File: src/rtl/prbs_pkg.sv
package prbs_pkg;
  localparam int MAX_W   = 31;
  localparam int N_ORDER = 4;

  typedef enum logic [1:0] {ORD5 = 2'd0, ORD7 = 2'd1, ORD23 = 2'd2, ORD31 = 2'd3} prbs_order_e;

  function automatic int order_len(int idx);
    case (idx)
      0:       return 5;
      1:       return 7;
      2:       return 23;
      default: return 31;
    endcase
  endfunction

  function automatic int tap_lo(int idx);
    case (idx)
      0:       return 2;
      1:       return 5;
      2:       return 17;
      default: return 27;
    endcase
  endfunction

  function automatic logic [MAX_W-1:0] order_mask(prbs_order_e o);
    return {MAX_W{1'b1}} >> (MAX_W - order_len(int'(o)));
  endfunction
endpackage

File: src/rtl/prbs_feedback.sv
module prbs_feedback #(
  parameter int W = prbs_pkg::MAX_W
) (
  input  logic [W-1:0]          state_i,
  input  prbs_pkg::prbs_order_e order_i,
  input  logic                  xnor_i,
  output logic                  fb_o,
  output logic                  msb_o
);
  logic [prbs_pkg::N_ORDER-1:0] fb_v, msb_v;

  for (genvar g = 0; g < prbs_pkg::N_ORDER; g++) begin : g_ord
    localparam int N  = prbs_pkg::order_len(g);
    localparam int LO = prbs_pkg::tap_lo(g);
    assign fb_v[g]  = state_i[N-1] ^ state_i[LO];
    assign msb_v[g] = state_i[N-1];
  end

  assign fb_o  = fb_v[order_i] ^ xnor_i;  // xnor == inverted xor
  assign msb_o = msb_v[order_i];
endmodule

File: src/rtl/prbs_lock_detect.sv
module prbs_lock_detect #(
  parameter int W = prbs_pkg::MAX_W
) (
  input  logic [W-1:0] word_i,
  input  logic [W-1:0] mask_i,
  input  logic         xnor_i,
  output logic         lock_o
);
  logic [W-1:0] act;
  assign act    = word_i & mask_i;
  assign lock_o = xnor_i ? (act == mask_i) : (act == '0);
endmodule

File: src/rtl/prbs_gen.sv
module prbs_gen #(
  parameter logic [prbs_pkg::MAX_W-1:0] DFLT_SEED = 31'd1
) (
  input  logic                      clk_i,
  input  logic                      rst_ni,
  input  logic                      en_i,
  input  logic [1:0]                order_i,
  input  logic                      xnor_i,
  input  logic                      load_i,
  input  logic [prbs_pkg::MAX_W-1:0] seed_i,
  output logic                      bit_o,
  output logic [prbs_pkg::MAX_W-1:0] state_o,
  output logic                      recovered_o
);
  import prbs_pkg::*;
  localparam int W = MAX_W;

  logic [W-1:0]  state_q, cur_mask, new_mask, seed_m, next_state;
  prbs_order_e   ord_q, ord_in;
  logic          xnor_q, init_q, flag_q;
  logic          fb, msb, lock_now, seed_lock;

  assign ord_in   = prbs_order_e'(order_i);
  assign cur_mask = order_mask(ord_q);
  assign new_mask = order_mask(ord_in);
  assign seed_m   = seed_i & new_mask;

  prbs_feedback #(.W(W)) u_fb (
    .state_i(state_q), .order_i(ord_q), .xnor_i(xnor_q), .fb_o(fb), .msb_o(msb)
  );

  prbs_lock_detect #(.W(W)) u_lock_state (
    .word_i(state_q), .mask_i(cur_mask), .xnor_i(xnor_q), .lock_o(lock_now)
  );

  prbs_lock_detect #(.W(W)) u_lock_seed (
    .word_i(seed_i), .mask_i(new_mask), .xnor_i(xnor_i), .lock_o(seed_lock)
  );

  assign next_state = ((state_q << 1) | W'(fb)) & cur_mask;

  always_ff @(posedge clk_i or negedge rst_ni) begin
    if (!rst_ni) begin
      state_q <= DFLT_SEED;
      ord_q   <= ORD5;
      xnor_q  <= 1'b0;
      init_q  <= 1'b0;
      flag_q  <= 1'b0;
    end else if (load_i || !init_q) begin
      // config only changes here: first cycle after reset or a seed load
      ord_q  <= ord_in;
      xnor_q <= xnor_i;
      init_q <= 1'b1;
      if (load_i) begin
        state_q <= seed_lock ? (DFLT_SEED & new_mask) : seed_m;
        if (seed_lock) flag_q <= 1'b1;
      end
    end else if (lock_now) begin
      state_q <= DFLT_SEED & cur_mask;
      flag_q  <= 1'b1;
    end else if (en_i) begin
      state_q <= next_state;
    end
  end

  assign bit_o       = msb;
  assign state_o     = state_q;
  assign recovered_o = flag_q;


  flag_sticky_chk: assert property (@(posedge clk_i) disable iff (!rst_ni)
    recovered_o |=> recovered_o);


  lockup_free_chk: assert property (@(posedge clk_i) disable iff (!rst_ni)
    init_q |-> !lock_now);


  hold_chk: assert property (@(posedge clk_i) disable iff (!rst_ni)
    (init_q && !load_i && !en_i && !lock_now) |=> $stable(state_q));


  shift_in_chk: assert property (@(posedge clk_i) disable iff (!rst_ni)
    (init_q && en_i && !load_i && !lock_now) |=> state_q[0] == $past(fb));


  upper_zero_chk: assert property (@(posedge clk_i) disable iff (!rst_ni)
    (state_q & ~cur_mask) == '0);
endmodule

File: config.mk
export PLATFORM = sky130hd
export DESIGN_NAME = prbs_gen
export DESIGN_NICKNAME = d
export VERILOG_FILES = /design/src/rtl/prbs_pkg.sv /design/src/rtl/prbs_feedback.sv /design/src/rtl/prbs_lock_detect.sv /design/src/rtl/prbs_gen.sv
export SDC_FILE = /design/constraint.sdc
export NUM_CORES = 1
export LEC_CHECK = 0
export ABC_AREA = 1
export BUFFER_PORTS_ARGS = -buffer_cell sky130_fd_sc_hd__buf_2
export CAP_MARGIN = 0
export CORE_MARGIN = 8
export CORE_UTILIZATION = 35
export CTS_CLUSTER_DIAMETER = 60
export DETAILED_ROUTE_END_ITERATION = 7
export GPL_TIMING_DRIVEN = 0
export SETUP_SLACK_MARGIN = 0.02
export SYNTH_ARGS = -nofsm -noshare
export SYNTH_HDL_FRONTEND = slang
export SYNTH_HIERARCHICAL = 1
export SYNTH_SLANG_ARGS = --single-unit
export TNS_END_PERCENT = 30
File: constraint.sdc
create_clock -name clk_i -period 3.5 [get_ports clk_i]
set_input_delay 0.175 -clock clk_i [delete_from_list [all_inputs] [get_ports clk_i]]
set_output_delay 0.175 -clock clk_i [all_outputs]
set_load 0.01 [all_outputs]
# After elaboration in Yosys (flattened, before gate mapping)
# Cells that the tools add are included.
# op_classes
reduce_logical	10
magnitude_cmp	1
eq_ne	8
add_sub_neg	2
mux	17
bitwise	9
n_shift	2
# op_table
operator	count
2-to-1 mux 31 bit	5
bitwise AND 31 bit	3
right shift 31 x 32 -> 31 bit (first input constant)	2
subtractor 6 x 32 -> 32 bit (first input constant)	2
equality test 31 bit	2
logical NOT 31 bit	2
OR 31 x 1 -> 31 bit	1
case mux 5 bit (3 select lines)	2
2-to-1 mux 1 bit	8
XOR 1 bit	5
binary-select mux 1 bit (select 2 bit)	2
equality test 2 x 1 -> 1 bit (second input constant)	2
equality test 2 bit (second input constant)	2
logical NOT 2 bit	2
!= test 2 bit (second input constant)	2
< comparator 2 x 3 -> 1 bit (second input constant)	1
AND reduction 3 bit	1
nonzero test 3 bit	1
AND reduction 2 bit	1
nonzero test 2 bit	1
logical NOT 1 bit	1
logical OR 1 bit	1
# word_totals
output_inout_bits	33
in_bits	38
regBits	36
elab_cells	54

# Longest topological paths before layout
# Gate-level depths: netlist (run 1).
# depth
ltp_word	10
depth_mapped	19
depth_no_buf	18

# Cells and area by module
# Netlist (run 1), hierarchy kept.
# by_module_without_submodules
module	area_per_inst_um2	n_inst	seq_area_each_um2	cells_per_inst
prbs_gen	2288.4	1	902.1	364
prbs_lock_detect	586.8	2	0.0	156
prbs_feedback	187.7	1	0.0	44

# Worst setup path before layout (run 1)
# Ideal clock, no wire load.
# synth_timing
path_kind	input-to-reg
startpoint	input port order_i[0]
endpoint	register state_q[6] (netlist: state_o[6])
setup_time_ps	65
setup_slack_ps	865
t_required_ps	3435
stages	18
n_path_buf	3
t_arrival_ps	2570
path_cell_list	ha_1 > buf_2 > nor2_2 > buf_4 > inv_1 > nand2_1 > nand2_1 > nor2_1 > nand2_1 > nor2_1 > nand2_1 > nand2_1 > inv_1 > clkbuf_1 > nand4_1 > nand2_1 > nand2_1 > nand2_1
# synth_between
elab_chain_len	10
elab_cells_between_ends	13
classes_between	1 x add/sub; 3 x eq/ne; 1 x shift; 5 x mux; 1 x bitwise; 2 x reduce/logical
# synth_rtl
element	line	source
start, declared	prbs_gen.sv:7	input logic [1:0] order_i,
equality test 2 bit (tied with other cells)	prbs_pkg.sv:8	case (idx)
case mux 5 bit (3 select lines) *	prbs_pkg.sv:8	
subtractor 6 x 32 -> 32 bit *	prbs_pkg.sv:26	return {MAX_W{1'b1}} >> (MAX_W - order_len(int'(o)));
right shift 31 x 32 -> 31 bit *	prbs_pkg.sv:26	
via new_mask[10]	prbs_gen.sv:18	logic [W-1:0] state_q, cur_mask, new_mask, seed_m, next_state;
bitwise AND 31 bit	prbs_lock_detect.sv:10	assign act = word_i & mask_i;
equality test 31 bit / logical NOT 31 bit (equally long branches)	prbs_lock_detect.sv:11	assign lock_o = xnor_i ? (act == mask_i) : (act == '0);
2-to-1 mux 1 bit *	prbs_lock_detect.sv:11	
via seed_lock	prbs_gen.sv:21	logic fb, msb, lock_now, seed_lock;
2-to-1 mux 31 bit *	prbs_gen.sv:55	state_q <= seed_lock ? (DFLT_SEED & new_mask) : seed_m;
2-to-1 mux 31 bit *	prbs_gen.sv:54	if (load_i) begin
2-to-1 mux 31 bit *	prbs_gen.sv:49	end else if (load_i || !init_q) begin
end signal, assigned	prbs_gen.sv:55	
end signal, assigned	prbs_gen.sv:59	state_q <= DFLT_SEED & cur_mask;
end signal, assigned	prbs_gen.sv:62	state_q <= next_state;
end, declared	prbs_gen.sv:18	
# Mark *: on every way through the listed nets, which the timed path passes. The rest lies on a longest branch. The select of a mux whose other input is x is not followed.
# A chain may end at the register's enable or synchronous reset.

# Final worst setup path (run 1)
# layout_timing
startpoint	input port order_i[0]
endpoint	register state_q[5] (netlist: state_o[5])
# The elaborated chain is that of the path after synthesis.

==> run_results.csv, run 1 <==
group,metric,value,unit
yosys,synth.area.top_cells,"nand2_1 41%, dfrtp_1 24%, inv_1 11%",
yosys,ys_warn_count,6,
routing,drtIter0Drc,250,
floorplan,core,10200,um2
final_layout,num_antenna_cells,0,
yosys,synth_area,3650,um2
yosys,synth_area_per_cell,5.07,um2
worst_setup_path,cpMaxStageDelayCell,"ha_1",
yosys,synth_area_leader_cell,"nand2_1",
routing,viasPerCell,4.22,
floorplan,row_count,37,
worst_setup_path,critPathArrivalTime,3.12,ns
sta,hold_violations,0,
grt,grt_max_degree,37,
power,ir_drop,0.113,mV
placed_design,gp_congestion,0.829,
grt,grt_pass1_vias,3731,
placed_design,io_buffer_count,70,
final_layout,area_growth,19.4,%
grt,grt_pass1_wl,18500,um
worst_setup_path,setup.worst_path.end_class,"flop",
final_layout,drive_gt1_share,12.6,%
grt,overflow,0,
worst_setup_path,crit_top_cell,"nand2_1",
sta,fin_setup_tns,0,ns
clocking,htree_levels,2,
worst_setup_path,crit_path_cell_trace,"buf_2 > ha_1 > buf_2 > nor2_2 > buf_4 > clkinvlp_4 > nand2_1 > nand2_1 > nor2_1 > nand2_1 > nor2_1 > nand2_1 > nand2_1 > inv_1 > clkbuf_1 > nand4_1 > nand2_1 > nand2_1 > nand2_1",
sta,setup_viol,0,
routing,drc,0,
yosys,synth_ff_type,"dfrtp_1",
routing,drt-total-wl,11000,um
placed_design,dp_cells,946,
worst_setup_path,critPathMaxFanout,17,
placed_design,dpl_worst_slack,0.0711,ns
final_layout,fill_cells,1234,
floorplan,pin_count,71,
min_path,hold_class,"input pin to flop",
sta,rsz0062_at_grt,"false",
worst_setup_path,required,3.69,ns
floorplan,dieWidth,118,um
worst_setup_path,path_buf_inv,6,
yosys,synthDistinctLibCells,24,
worst_setup_path,path_class,"input pin to flop",
clocking,clockBufferDepth,2,
routing,vias,4030,
routing,postRouteAntennaNets,0,
placed_design,dp_hpwl,8640,um
grt,track_usage,16.0,%
sta,post-route-min-period,2.94,ns
sta,clock_skew,0.00514,ns
sta,fin_ws,0.565,ns
clocking,clock-root-buffer,"clkbuf_8",
clocking,cts_buffers,5,
routing,wl_per_cell,11.5,um
routing,drt-pass1-iter-count,5,
clocking,cts_sinks,36,
floorplan,start_util,35.7,%
clocking,clock_latency,0.29,ns
sta,final-max-slew-violation-count,0,
power,power.leakage,2.83,nW
sta,worst_pin_slew,1.09,ns
sta,fmax,341,MHz
floorplan,die-area,14000,um2
clocking,cts_tree,"yes",
grt,antenna_found_initial,0,
yosys,netlist_instances,720,
worst_setup_path,cpPeakStageDelay,0.37,ns
yosys,synth_edf_count,0,
yosys,async_flop_share,100,%
sta,slew_headroom,27.5,%
flow_run,drv_cap,0,
final_layout,stdcell_count,956,
worst_setup_path,startpoint_type,"input pin",
yosys,ys_seq_area_share,24.7,%
power,pwr_density_cell,303,nW/um2
yosys,ys_ff_latch,36,
clocking,path_clk_slew,0.07,ns
final_layout,nNetsFinal,861,
worst_setup_path,crit_family,"simple AND/OR/NAND/NOR gates",
yosys,yosys.cell_count.top_type,"nand2_1",
yosys,synth.top_cell.area_share,41.4,%
yosys,ys_top_cells_by_count,"403 x nand2_1, 110 x inv_1, 92 x nor2_1",
status,status,"finished, final reports clean",
floorplan,fp.dieH,118,um
sta,finalCritPeriodShare,83.9,%
==> power breakdown <==
group	switching (mW)	internal (mW)	leakage [nW]	total [mW]
logic	0.299	0.173	2.32	0.471
registers	0.0742	0.460	0.464	0.534
clock network	0.155	0.161	0.0455	0.316
==> worst paths after layout <==
check / start / to / slack, ns / depth (start not counted)
worst max-delay path: order_i[0] / state_o[5]$_DFFE_PN0P_ / 0.56 / 19
worst min-delay path: xnor_i / xnor_q$_DFFE_PN0N_ / 0.13 / 3
worst max register to register: ord_q[1]$_DFFE_PN0N_ / state_o[30]$_DFFE_PN0P_ / 0.63 / 16
worst min register to register: recovered_o$_DFFE_PN0P_ / recovered_o$_DFFE_PN0P_ / 0.49 / 2
max in group asynchronous: rst_ni / state_o[12]$_DFFE_PN0P_ / 2.42 / 2
min in group asynchronous: rst_ni / state_o[28]$_DFFE_PN0P_ / 0.53 / 2
==> metrics by stage <==
step	power [mW]	utilization (%)	cell area [um2]	hold slack, ns
finish	1.32	42.6	4360	0.127
global route	1.43	42.6	4360	0.145
floorplan	0.833	-	3720	-0.121
CTS	1.33	42.5	4350	0.112
global placement	1.01	41.5	4250	0.332
detailed placement	1.01	41.5	4250	0.328
==> cells by family (layout without fill, tap and decap cells) <==
logic type / Yosys count / after routing / synth area share, %
simple gates: 533 / 533 / 56.9
buf+inv: 134 / 214 / 15.1
flops: 36 / 36 / 24.7
compound gates: 12 / 12 / 1.85
fa+ha+maj: 4 / 4 / 1.37
other cells: 1 / 21 / 0.103
==> registers in the layout (all words and copies together), names as in the netlist <==
signal	cells
ord_q	2
recovered_o	1
state_o	31
xnor_q	1
init_q	1
==> metal layers <==
| metal | part of all wire, % | GRT usage (%) | routed length [um] |
|---|---|---|---|
| met1 | 51 | 22.0 | 5590 |
| met3 | 3.8 | 2.11 | 416 |
| met2 | 44 | 25.5 | 4890 |
| met5 | 0 | 0 | 0 |
| met4 | 1.3 | 4.72 | 138 |
==> area by class of cell <==
| class | instances | area, um2 | area share, % |
|---|---|---|---|
| timing repair inverter | 1 | 7.51 | 0.172 |
| tap | 136 | 170 | 3.91 |
| buffer | 21 | 126 | 2.90 |
| sequential | 36 | 902 | 20.7 |
| multi-input combinational | 570 | 2270 | 52.2 |
| timing repair buffer | 71 | 360 | 8.27 |
| clock buffer | 8 | 90.1 | 2.07 |
| inverter | 113 | 428 | 9.82 |
==> cells in the final DEF (no fill, tap or decap), drive strengths merged <==
| cell | instances |
|---|---|
| nand2 | 404 |
| inv | 112 |
| nor2 | 95 |
| buf | 86 |
| dfrtp | 35 |
| nand3 | 23 |
| conb | 21 |
| clkbuf | 13 |
| nand4 | 10 |
| o21ai | 8 |
| ha | 4 |
| a21oi | 4 |
| clkinvlp | 2 |
| nor3 | 1 |
| dlygate4sd3 | 1 |
| dfstp | 1 |
==> repair_timing <==
action	CTS	global route
buffers inserted	0	0
endpoints found under the setup margin	0	8
resized for setup	0	2
hold endpoints to repair	1	0
hold buffers	1	0
==> worst min-delay path: cells and delay by family <==
kind / cells / cell delay, ns
buffers and inverters: 1 / 0.11
and+or+nand+nor: 2 / 0.10
Power figures use the tool's default switching activity.
==> run 2: changes to the inputs <==
- clock period: 3.5 -> 2.6 ns (I/O delays scaled with it)
==> run_results.csv, run 2 (synthesis gave the netlist of run 1 again) <==
group,metric,value,unit
routing,postRouteAntennaNets,0,
sta,whs,0.0778,ns
power,swShare,40.5,%
final_layout,num_antenna_cells,0,
power,p_switching,0.723,mW
routing,viasPerCell,4.25,
final_layout,nNetsFinal,869,
sta,post-route-min-period,2.38,ns
clocking,cts_tree,"yes",
power,ir_drop,0.162,mV
sta,final-max-slew-violation-count,0,
sta,hold_violations,0,
final_layout,final_common_cell,"nand2_1",
final_layout,most-common-layout-cells,"401 x nand2_1, 108 x inv_1, 88 x nor2_1",
power,power.leakage,2.87,nW
worst_setup_path,required,2.78,ns
worst_setup_path,startpoint_type,"flop",
sta,clock_skew,0.00723,ns
floorplan,dieWidth,118,um
clocking,clock_latency,0.29,ns
worst_setup_path,critPathMaxFanout,10,
status,status,"finished, final reports clean",
grt,antenna_found_initial,0,
power,finalPower,1.78,mW
floorplan,start_util,35.7,%
placed_design,postPlaceCellArea,4250,um2
floorplan,row_count,37,
placed_design,dp_hpwl,8640,um
sta,worst_pin_slew,0.822,ns
worst_setup_path,r2r_setup_slack,0.22,ns
power,pwr-share-seq,40.3,%
grt,grt_pass1_vias,3914,
clocking,clock-root-buffer,"clkbuf_8",
clocking,path_clk_slew,0.08,ns
final_layout,largest_register_ffs,31,
clocking,clockBufferDepth,2,
placed_design,gp_congestion,0.820,
final_layout,area_growth,23.2,%
grt,grt_max_degree,37,
routing,drt-pass1-iter-count,5,
routing,drtIter0Drc,258,
worst_setup_path,reg2regPathDepth,19,
power,p_clk_share,22.4,%
sta,rsz0062_at_grt,"true",
sta,fmax,421,MHz
power,p_int,1.06,mW
worst_setup_path,critPathArrivalTime,2.56,ns
floorplan,fp.dieH,118,um
routing,drt-total-wl,11100,um
min_path,hold_class,"input pin to flop",
min_path,whs_path_depth,3,
floorplan,pin_count,71,
sta,finalCritPeriodShare,91.4,%
worst_setup_path,setup.worst_path.end_class,"flop",
floorplan,core,10200,um2
grt,grt_pass1_wl,18800,um
power,pwr-share-comb,37.3,%
clocking,htree_levels,2,
sta,setup_viol,0,
routing,wl_per_cell,11.5,um
flow_run,drv_cap,0,
worst_setup_path,path_class,"flop to flop",
final_layout,drive_gt1_share,15.1,%
floorplan,die-area,14000,um2
clocking,cts_buffers,5,
grt,overflow,0,
routing,drc,0,
final_layout,fin_area,4500,um2
grt,track_usage,16.1,%
routing,vias,4096,
placed_design,io_buffer_count,70,
sta,slew_headroom,45.2,%
power,pwr_density_cell,397,nW/um2
clocking,cts_sinks,36,
## run 2: cell type report
class	instances	area [um2]
flip-flops and latches	36	905
well taps	136	170
repair buffers	77	409
inverters	113	432
clock buffers	7	76.3
repair inverters	3	22.5
clock inverters	1	5.00
multi-input cells	570	2320
plain buffers	21	154
fillers	1169	5730
## run 2: path summary, 6_finish.rpt
check | from | end
setup / recovery | ord_q[1]$_DFFE_PN0N_ | state_o[15]$_DFFE_PN0P_
hold / removal | xnor_i | xnor_q$_DFFE_PN0N_
setup reg to reg | ord_q[1]$_DFFE_PN0N_ | state_o[15]$_DFFE_PN0P_
hold reg to reg | recovered_o$_DFFE_PN0P_ | recovered_o$_DFFE_PN0P_
max in group asynchronous | rst_ni | ord_q[0]$_DFFE_PN0N_
min in group asynchronous | rst_ni | state_o[28]$_DFFE_PN0P_
## run 2: metal layers
layer	global-route usage, %	part of all wire (%)	vias to the layer above
li1	-	-	2291
met1	21.5	51	1708
met2	26.5	44	84
met3	1.77	3.6	13
met4	5.12	1.5	0
met5	0	0	-
## run 2: worst max-delay path: stages, from the launching register on
cell and delay, ns:
dfrtp_2 0.44, buf_8 0.16, nand2_8 0.09, clkinvlp_4 0.10
buf_4 0.15, nand2_1 0.06, nand2_1 0.05, nor2_1 0.13
nand2_1 0.09, nor2_1 0.08, nand2_1 0.06, nand2_1 0.08
buf_6 0.14, o21ai_2 0.07, nand2_2 0.14, inv_2 0.05
buf_6 0.14, buf_6 0.14, nand2_1 0.06, nand2_1 0.05
## run 2: timing repair
item | CTS | global route
hold endpoints to repair | 35 | 0
gates resized for setup | 12 | 20
pin swaps | 0 | 4
hold buffers | 1 | 0
buffers inserted | 2 | 4
cloned | 3 | 0
endpoints found under the setup margin | 32 | 32
## run 2: power groups by stage
stage / sequential [mW] / clock, mW / combinational, mW
3_3_place_gp: 0.729 / 0 / 0.633
3_5_place_dp: 0.729 / 0 / 0.635
4_1_cts: 0.719 / 0.407 / 0.653
6_report: 0.719 / 0.400 / 0.665
2_1_floorplan: 0.721 / 0 / 0.402
5_1_grt: 0.733 / 0.427 / 0.770
## run 2: stage by stage
| stage | utilization, % | TNS (ns) | cells | setup slack, ns |
|---|---|---|---|---|
| global route | 44.0 | 0 | 964 | 0.0105 |
| global placement | 41.5 | -18.60 | 946 | -0.777 |
| finish | 44.0 | 0 | 964 | 0.223 |
| floorplan | - | 0 | 740 | 0.0288 |
| CTS | 43.0 | 0 | 960 | 0.0360 |
| detailed placement | 41.5 | -19.00 | 946 | -0.788 |
